[config.mk]
export PLATFORM = sky130hd
export DESIGN_NAME = sc_core
export DESIGN_NICKNAME = d
export VERILOG_FILES = /design/src/rtl/sc_pkg.sv /design/src/rtl/sc_main_dec.sv /design/src/rtl/sc_alu_dec.sv /design/src/rtl/sc_regbank.sv /design/src/rtl/sc_core.sv
export SDC_FILE = /design/constraint.sdc
export NUM_CORES = 2
export LEC_CHECK = 0
export BUFFER_PORTS_ARGS = -buffer_cell sky130_fd_sc_hd__buf_2
export CAP_MARGIN = 20
export CORE_UTILIZATION = 50
export DETAILED_ROUTE_END_ITERATION = 10
export GPL_ROUTABILITY_DRIVEN = 1
export PLACE_DENSITY_LB_ADDON = 0.2
export REMOVE_ABC_BUFFERS = 1
export SLEW_MARGIN = 20
export SYNTH_ARGS = -nofsm -noshare
export SYNTH_HDL_FRONTEND = slang
export SYNTH_SLANG_ARGS = --single-unit
[constraint.sdc]
create_clock -name clk -period 8.8 [get_ports clk]
set_input_delay 0.88 -clock clk [delete_from_list [all_inputs] [get_ports clk]]
set_output_delay 0.88 -clock clk [all_outputs]
set_load 0.01 [all_outputs]
[src/rtl/sc_pkg.sv]
package sc_pkg;
  localparam int XLEN = 32;

  localparam logic [5:0] OP_RTYPE = 6'b000000;
  localparam logic [5:0] OP_ORI   = 6'b001101;
  localparam logic [5:0] OP_LW    = 6'b100011;
  localparam logic [5:0] OP_SW    = 6'b101011;
  localparam logic [5:0] OP_BEQ   = 6'b000100;
  localparam logic [5:0] OP_J     = 6'b000010;

  // operation class from the main decoder
  localparam logic [2:0] CLS_FUNCT = 3'b100;
  localparam logic [2:0] CLS_OR    = 3'b010;
  localparam logic [2:0] CLS_ADD   = 3'b000;
  localparam logic [2:0] CLS_SUB   = 3'b001;

  typedef enum logic [2:0] {
    ALU_ADD = 3'b000,
    ALU_SUB = 3'b001,
    ALU_AND = 3'b010,
    ALU_OR  = 3'b110,
    ALU_SLT = 3'b111
  } alu_fn_e;

  typedef struct packed {
    logic       dst_is_rd;
    logic       b_is_imm;
    logic       wb_from_mem;
    logic       rf_write;
    logic       mem_write;
    logic       is_branch;
    logic       is_jump;
    logic       imm_signed;
    logic [2:0] op_class;
  } ctrl_t;

  function automatic logic known_op(input logic [5:0] op);
    return (op == OP_RTYPE) || (op == OP_ORI) || (op == OP_LW) ||
           (op == OP_SW) || (op == OP_BEQ) || (op == OP_J);
  endfunction

  function automatic logic [XLEN-1:0] imm_extend(input logic [15:0] imm,
                                                 input logic sgn);
    return sgn ? {{(XLEN-16){imm[15]}}, imm} : {{(XLEN-16){1'b0}}, imm};
  endfunction

  function automatic logic [XLEN-1:0] branch_dest(input logic [XLEN-1:0] seq,
                                                  input logic [XLEN-1:0] ext);
    return seq + {ext[XLEN-3:0], 2'b00};
  endfunction

  function automatic logic [XLEN-1:0] jump_dest(input logic [XLEN-1:0] seq,
                                                input logic [25:0] tgt);
    return {seq[XLEN-1:28], tgt, 2'b00};
  endfunction

  function automatic logic [XLEN-1:0] alu_eval(input alu_fn_e fn,
                                               input logic [XLEN-1:0] a,
                                               input logic [XLEN-1:0] b);
    logic [XLEN-1:0] r;
    case (fn)
      ALU_ADD: r = a + b;
      ALU_SUB: r = a - b;
      ALU_AND: r = a & b;
      ALU_OR:  r = a | b;
      ALU_SLT: r = {{(XLEN-1){1'b0}}, ($signed(a) < $signed(b))};
      default: r = a + b;
    endcase
    return r;
  endfunction
endpackage

[src/rtl/sc_main_dec.sv]
module sc_main_dec
  import sc_pkg::*;
(
  input  logic [5:0] op,
  output ctrl_t      ctrl
);
  always_comb begin
    ctrl = '0;
    case (op)
      OP_RTYPE: begin
        ctrl.dst_is_rd = 1'b1;
        ctrl.rf_write  = 1'b1;
        ctrl.op_class  = CLS_FUNCT;
      end
      OP_ORI: begin
        ctrl.b_is_imm = 1'b1;
        ctrl.rf_write = 1'b1;
        ctrl.op_class = CLS_OR;
      end
      OP_LW: begin
        ctrl.b_is_imm    = 1'b1;
        ctrl.wb_from_mem = 1'b1;
        ctrl.rf_write    = 1'b1;
        ctrl.imm_signed  = 1'b1;
        ctrl.op_class    = CLS_ADD;
      end
      OP_SW: begin
        ctrl.b_is_imm   = 1'b1;
        ctrl.mem_write  = 1'b1;
        ctrl.imm_signed = 1'b1;
        ctrl.op_class   = CLS_ADD;
      end
      OP_BEQ: begin
        ctrl.is_branch  = 1'b1;
        ctrl.imm_signed = 1'b1;
        ctrl.op_class   = CLS_SUB;
      end
      OP_J: ctrl.is_jump = 1'b1;
      default: ctrl = '0;
    endcase
  end
endmodule

[src/rtl/sc_alu_dec.sv]
module sc_alu_dec
  import sc_pkg::*;
(
  input  logic [2:0] op_class,
  input  logic [5:0] funct,
  output alu_fn_e    fn
);
  always_comb begin
    if (op_class[2]) begin
      case (funct[3:0])
        4'b0000: fn = ALU_ADD;
        4'b0010: fn = ALU_SUB;
        4'b0100: fn = ALU_AND;
        4'b0101: fn = ALU_OR;
        4'b1010: fn = ALU_SLT;
        default: fn = ALU_ADD;
      endcase
    end else if (op_class[1]) begin
      fn = ALU_OR;
    end else if (op_class[0]) begin
      fn = ALU_SUB;
    end else begin
      fn = ALU_ADD;
    end
  end
endmodule

[src/rtl/sc_regbank.sv]
module sc_regbank #(
  parameter int NREGS = 32,
  parameter int W     = 32,
  localparam int AW   = $clog2(NREGS)
) (
  input  logic          clk,
  input  logic          rst,
  input  logic [AW-1:0] ra,
  input  logic [AW-1:0] rb,
  input  logic          we,
  input  logic [AW-1:0] wa,
  input  logic [W-1:0]  wd,
  output logic [W-1:0]  qa,
  output logic [W-1:0]  qb,
  output logic          wr_fire
);
  logic [W-1:0] q [NREGS];

  assign wr_fire = we && (wa != '0);
  assign q[0]    = '0;

  for (genvar i = 1; i < NREGS; i++) begin : g_reg
    always_ff @(negedge clk) begin
      if (rst)
        q[i] <= '0;
      else if (wr_fire && (wa == AW'(i)))
        q[i] <= wd;
    end
  end

  assign qa = q[ra];
  assign qb = q[rb];
endmodule

[src/rtl/sc_core.sv]
module sc_core
  import sc_pkg::*;
#(
  parameter int NREGS = 32
) (
  input  logic        clk,
  input  logic        rst,
  output logic [31:0] imem_addr,
  input  logic [31:0] imem_data,
  output logic [31:0] dmem_addr,
  output logic [31:0] dmem_wdata,
  output logic        dmem_we,
  input  logic [31:0] dmem_rdata,
  output logic [31:0] dbg_pc,
  output logic        dbg_rf_we,
  output logic [4:0]  dbg_rf_waddr,
  output logic [31:0] dbg_rf_wdata
);
  localparam int AW = $clog2(NREGS);

  logic [XLEN-1:0] pc, pc_seq, pc_next, imm_x, opnd_a, opnd_b, reg_b, alu_y, wb_val;
  logic [5:0]      f_op, f_funct;
  logic [4:0]      f_rs, f_rt, f_rd, dst;
  logic [15:0]     f_imm;
  logic [25:0]     f_tgt;
  logic            alu_zero, br_taken, rf_commit;
  ctrl_t           ctrl;
  alu_fn_e         fn;

  assign f_op    = imem_data[31:26];
  assign f_rs    = imem_data[25:21];
  assign f_rt    = imem_data[20:16];
  assign f_rd    = imem_data[15:11];
  assign f_funct = imem_data[5:0];
  assign f_imm   = imem_data[15:0];
  assign f_tgt   = imem_data[25:0];

  sc_main_dec u_mdec (.op(f_op), .ctrl(ctrl));
  sc_alu_dec  u_adec (.op_class(ctrl.op_class), .funct(f_funct), .fn(fn));

  assign dst    = ctrl.dst_is_rd ? f_rd : f_rt;
  assign imm_x  = imm_extend(f_imm, ctrl.imm_signed);

  sc_regbank #(.NREGS(NREGS), .W(XLEN)) u_rf (
    .clk(clk), .rst(rst),
    .ra(f_rs[AW-1:0]), .rb(f_rt[AW-1:0]),
    .we(ctrl.rf_write), .wa(dst[AW-1:0]), .wd(wb_val),
    .qa(opnd_a), .qb(reg_b), .wr_fire(rf_commit)
  );

  assign opnd_b   = ctrl.b_is_imm ? imm_x : reg_b;
  assign alu_y    = alu_eval(fn, opnd_a, opnd_b);
  assign alu_zero = (alu_y == '0);
  assign wb_val   = ctrl.wb_from_mem ? dmem_rdata : alu_y;

  assign pc_seq   = pc + 32'd4;
  assign br_taken = ctrl.is_branch && alu_zero;
  always_comb begin
    if (ctrl.is_jump)   pc_next = jump_dest(pc_seq, f_tgt);
    else if (br_taken)  pc_next = branch_dest(pc_seq, imm_x);
    else                pc_next = pc_seq;
  end

  always_ff @(negedge clk) begin
    if (rst) pc <= '0;
    else     pc <= pc_next;
  end

  assign imem_addr    = pc;
  assign dmem_addr    = alu_y;
  assign dmem_wdata   = reg_b;
  assign dmem_we      = ctrl.mem_write && !rst;
  assign dbg_pc       = pc;
  assign dbg_rf_we    = rf_commit && !rst;
  assign dbg_rf_waddr = dst;
  assign dbg_rf_wdata = wb_val;
endmodule

-- Yosys cells after proc, flatten, opt, wreduce, memory -nomap -nowiden
Cells that the tools add are included.
- bits of input ports: 66
- bits in registers: 1024
- output and inout bits: 167
- logic and storage cells: 157
- muxes and demuxes: 26
- add/sub/neg operators: 4
- bitwise operators: 4
- reductions and logical operators: 43
- magnitude comparators: 3
- equality and inequality tests: 44
- operator list (kind ; count):
    binary-select mux 32 bit (select 5 bit) ; 2
    two-way mux 32 bit ; 9
    one-hot mux 32 bit (4 select lines) ; 1
    equality test 5 bit, second input constant ; 16
    adder 32 bit ; 2
    equality test 5 x 4 -> 1 bit, second input constant ; 8
    logical AND 1 bit ; 35
    adder 32 x 3 -> 32 bit, second input constant ; 1
    AND 32 bit ; 1
    zero test 32 bit ; 1
    less-than comparator 32 bit ; 1
    OR 32 bit ; 1
    subtractor 32 bit ; 1
    equality test 5 x 3 -> 1 bit, second input constant ; 4
    equality test 6 bit, second input constant ; 2
    >= comparator 6 bit, second input constant ; 2
    inverter 5 -> 6 bit ; 2
    one-hot mux 3 bit (4 select lines) ; 1
    equality test 5 x 2 -> 1 bit, second input constant ; 2
    two-way mux 1 bit ; 9
    one-hot mux 3 bit (3 select lines) ; 1
    OR reduction 3 bit ; 3
    equality test 4 x 3 -> 1 bit, second input constant ; 2
    equality test 3 bit, second input constant ; 2
    other kinds (14) ; 15

-- Logic depth before layout (Yosys ltp)
- depth after elaboration: 11
- mapped depth: 29
- depth with buffers taken out: 23

-- Cells and area by module
Synthesis repeated with hierarchy kept, for this count alone.
- cell total of the unflattened synthesis: 7272
- area, all modules: 60310.3 um^2
- by module, submodules not included (module ; cells an instance ; area each (um^2) ; sequential area each (um^2) ; times used):
    sc_regbank ; 5878 ; 50548.5 ; 19859.0 ; 1
    sc_core ; 1365 ; 9562.9 ; 600.6 ; 1
    sc_main_dec ; 21 ; 135.1 ; 0.0 ; 1
    sc_alu_dec ; 8 ; 63.8 ; 0.0 ; 1

==> out/metrics.cfg <==
[status]
status = finished, violations left
violations = setup timing

[sta]
rsz0062_at_grt = true
skew_ns = 0.0696
setup_violations = 1025
maxSlewHeadroom_pct = 39.3
finalSetupTns_ns = -1071.40
setup_ws_ns = -2.51
slew_violations = 0
hold_violations = 0
tightest_slew_ns = 0.911

[clock_tree]
htreeDepth = 3
worstSkewPairLatency_ns = 0.78
clkTransAtPathRegs_ns = 0.08
cts_buffers = 115
cts_tree = yes
clock-sinks = 1022
clk_path_buf_depth = 3
cts.root.buffer_cell = clkbuf_16
hold_buffers = 0

[grt]
grt_pass1_wl_um = 416000
overflow = 0
antenna_found_initial = 10
grt_pass1_vias = 67500
grt.total_usage_pct = 46.9
grt_max_degree = 178

[placed_design]
port_buffers = 228
dp_cells = 9211
hpwl_um = 184000
gp_congestion = 1.00

[run]
cap_violations = 0

[yosys]
ys_seq_area_share_pct = 34.5
ys_async_sr_fraction_pct = 0
ys.flop_type = dfxtp_1
synth.distinct_cells = 83
ys_ff_latch = 1022
synth-edff-count = 0
syn_avg_cell_area_um2 = 8.70
synth_area_um2 = 59300
syn_inst = 6816
ys_warn_count = 0

[pwr]
p_leak_nw = 37.1
ir_worst_vdd_v = 0.000203
power_density_nw_per_um2 = 156

[drt]
dr.first_iter.drc_count = 11700
drc = 0
routed_via_density = 6.43
totalWireLength_um = 295000
wire_per_inst_um = 27.7
ant_nets = 0
route.vias.total = 68600
drt-pass1-iter-count = 8

[die]
dieArea_um2 = 120000
initial_core_util_pct = 50.8
fp.dieH_um = 346
dieWidth_um = 346
rows = 125
io_pins = 233
core_area_um2 = 117000

[final_layout]
drive_gt1_share_pct = 32.9
most-common-layout-cells = nand2_1 (1931), inv_1 (1187), buf_4 (1187), a21oi_1 (1053), dfxtp_1 (1006)
nets = 9241
post-route-util_pct = 73.2
final_common_cell = nand2_1
n_fill_cell = 8253
fin_cells = 10700
layout-area-overhead-vs-synth_pct = 44.2

[worst_setup_path]
cp-end-kind = output pin
crit_required_ns = 7.92
critPathLaunchType = flip-flop
arrival_ns = 10.43
crit_type = reg2out
path_max_fanout = 3

[min_path]
hold_class = reg2reg

==> synth_stat cells, drive strengths merged, types with 15 or more instances <==
cell type	n	area share, %
o211ai	20	0.25
buf	112	1.0
mux2	83	1.6
nor4	18	0.20
nand2	1988	13
o21ai	84	0.71
nand2b	15	0.16
mux4	576	22
a22o	33	0.49
nand3	42	0.35
ha	126	2.7
and3	15	0.16
mux2i	88	1.5
a21o	32	0.41
nand4	18	0.19
a211oi	94	1.2
and2	22	0.23
nor3	45	0.39
clkbuf	549	3.5
dfxtp	1022	34
o21bai	17	0.22
xnor2	48	0.71
inv	153	0.97
a21oi	1129	9.5
nor2	278	1.8
==> layer usage <==
metal,up-vias,share of wire (%),track usage (%)
li1,28500,-,-
met4,8,9.2,38.3
met3,1658,15,18.7
met5,-,0.12,0.800
met2,6059,42,67.2
met1,32300,33,55.1
==> flip-flops by register name (all words and copies together), names as in the netlist <==
register  count
u_rf.q      992
dbg_pc       30
==> where the power goes <==
part	total, mW	internal [mW]	leakage, nW	switching [mW]
Clock	7.21	3.64	7.41	3.57
Combinational	1.45	0.626	21.5	0.819
Sequential	4.67	4.67	8.24	0.00620
==> worst max-delay path: stages (launching register included) <==
cell      delay, ns
dfxtp_2        0.34
mux4_2         0.47
mux4_2         0.51
mux2_4         0.35
and2_4         0.17
a21oi_4        0.15
inv_2          0.08
ha_4           0.17
fa_2           0.36
nor3b_4        0.17
o311ai_2       0.24
buf_4          0.20
a31oi_4        0.13
o21ai_4        0.21
buf_6          0.14
a21oi_4        0.06
buf_6          0.13
a21oi_4        0.13
a32oi_2        0.12
a22oi_2        0.30
buf_6          0.24
mux2i_4        0.12
buf_12         0.18
buf_4          0.12
inv_1          0.04
buf_2          0.11
==> stage by stage <==
| stage | hold WS [ns] | instance area [µm²] | total power, mW | worst slack, ns |
|---|---|---|---|---|
| floorplan | 0.437 | 56700 | 5.80 | -4.10 |
| global placement | 0.449 | 72000 | 6.55 | -3.50 |
| detailed placement | 0.458 | 72000 | 6.55 | -3.56 |
| CTS | 0.461 | 83500 | 13.1 | -2.42 |
| global route | 0.476 | 85500 | 13.9 | -2.55 |
| finish | 0.463 | 85500 | 13.3 | -2.51 |
==> path summary, 6_finish.rpt <==
check                                         startpoint                        to  slack [ns]  depth (start not counted)
worst max-delay path            u_rf.q[256]$_SDFFE_NP0P_          dbg_rf_wdata[30]       -2.51                         25
worst min-delay path            u_rf.q[603]$_SDFFE_NP0P_  u_rf.q[603]$_SDFFE_NP0P_        0.46                          2
worst max register to register  u_rf.q[256]$_SDFFE_NP0P_     dbg_pc[14]$_SDFF_NP0_        1.97                         27
worst min register to register  u_rf.q[603]$_SDFFE_NP0P_  u_rf.q[603]$_SDFFE_NP0P_        0.46                          2
==> repair_timing <==
action / CTS / global route
buffers inserted: 128 / 102
cloned: 28 / 10
pin swaps: 98 / 107
resized for setup: 406 / 324
setup endpoints to repair: 1055 / 1049
==> area by class of cell <==
type / count / area (µm²) / area share [%]
clock inverters: 1114 / 4910 / 5.74
repair buffers: 1750 / 16500 / 19.3
diodes: 11 / 27.5 / 0.0322
inverters: 153 / 583 / 0.682
well taps: 1524 / 1910 / 2.23
flip-flops and latches: 1022 / 20500 / 23.9
multi-input cells: 4982 / 38200 / 44.7
clock buffers: 116 / 2900 / 3.39
==> logic make-up after synthesis <==
| group | Yosys count | share of synthesized area (%) |
|---|---|---|
| xor+xnor | 62 | 0.916 |
| buf+inv | 815 | 5.47 |
| simple gates | 2499 | 16.7 |
| other cells | 1 | 0.00632 |
| mux | 747 | 24.9 |
| compound gates | 1541 | 14.7 |
| fa+ha+maj | 129 | 2.76 |
| flops | 1022 | 34.5 |
Power figures use the tool's default switching activity.
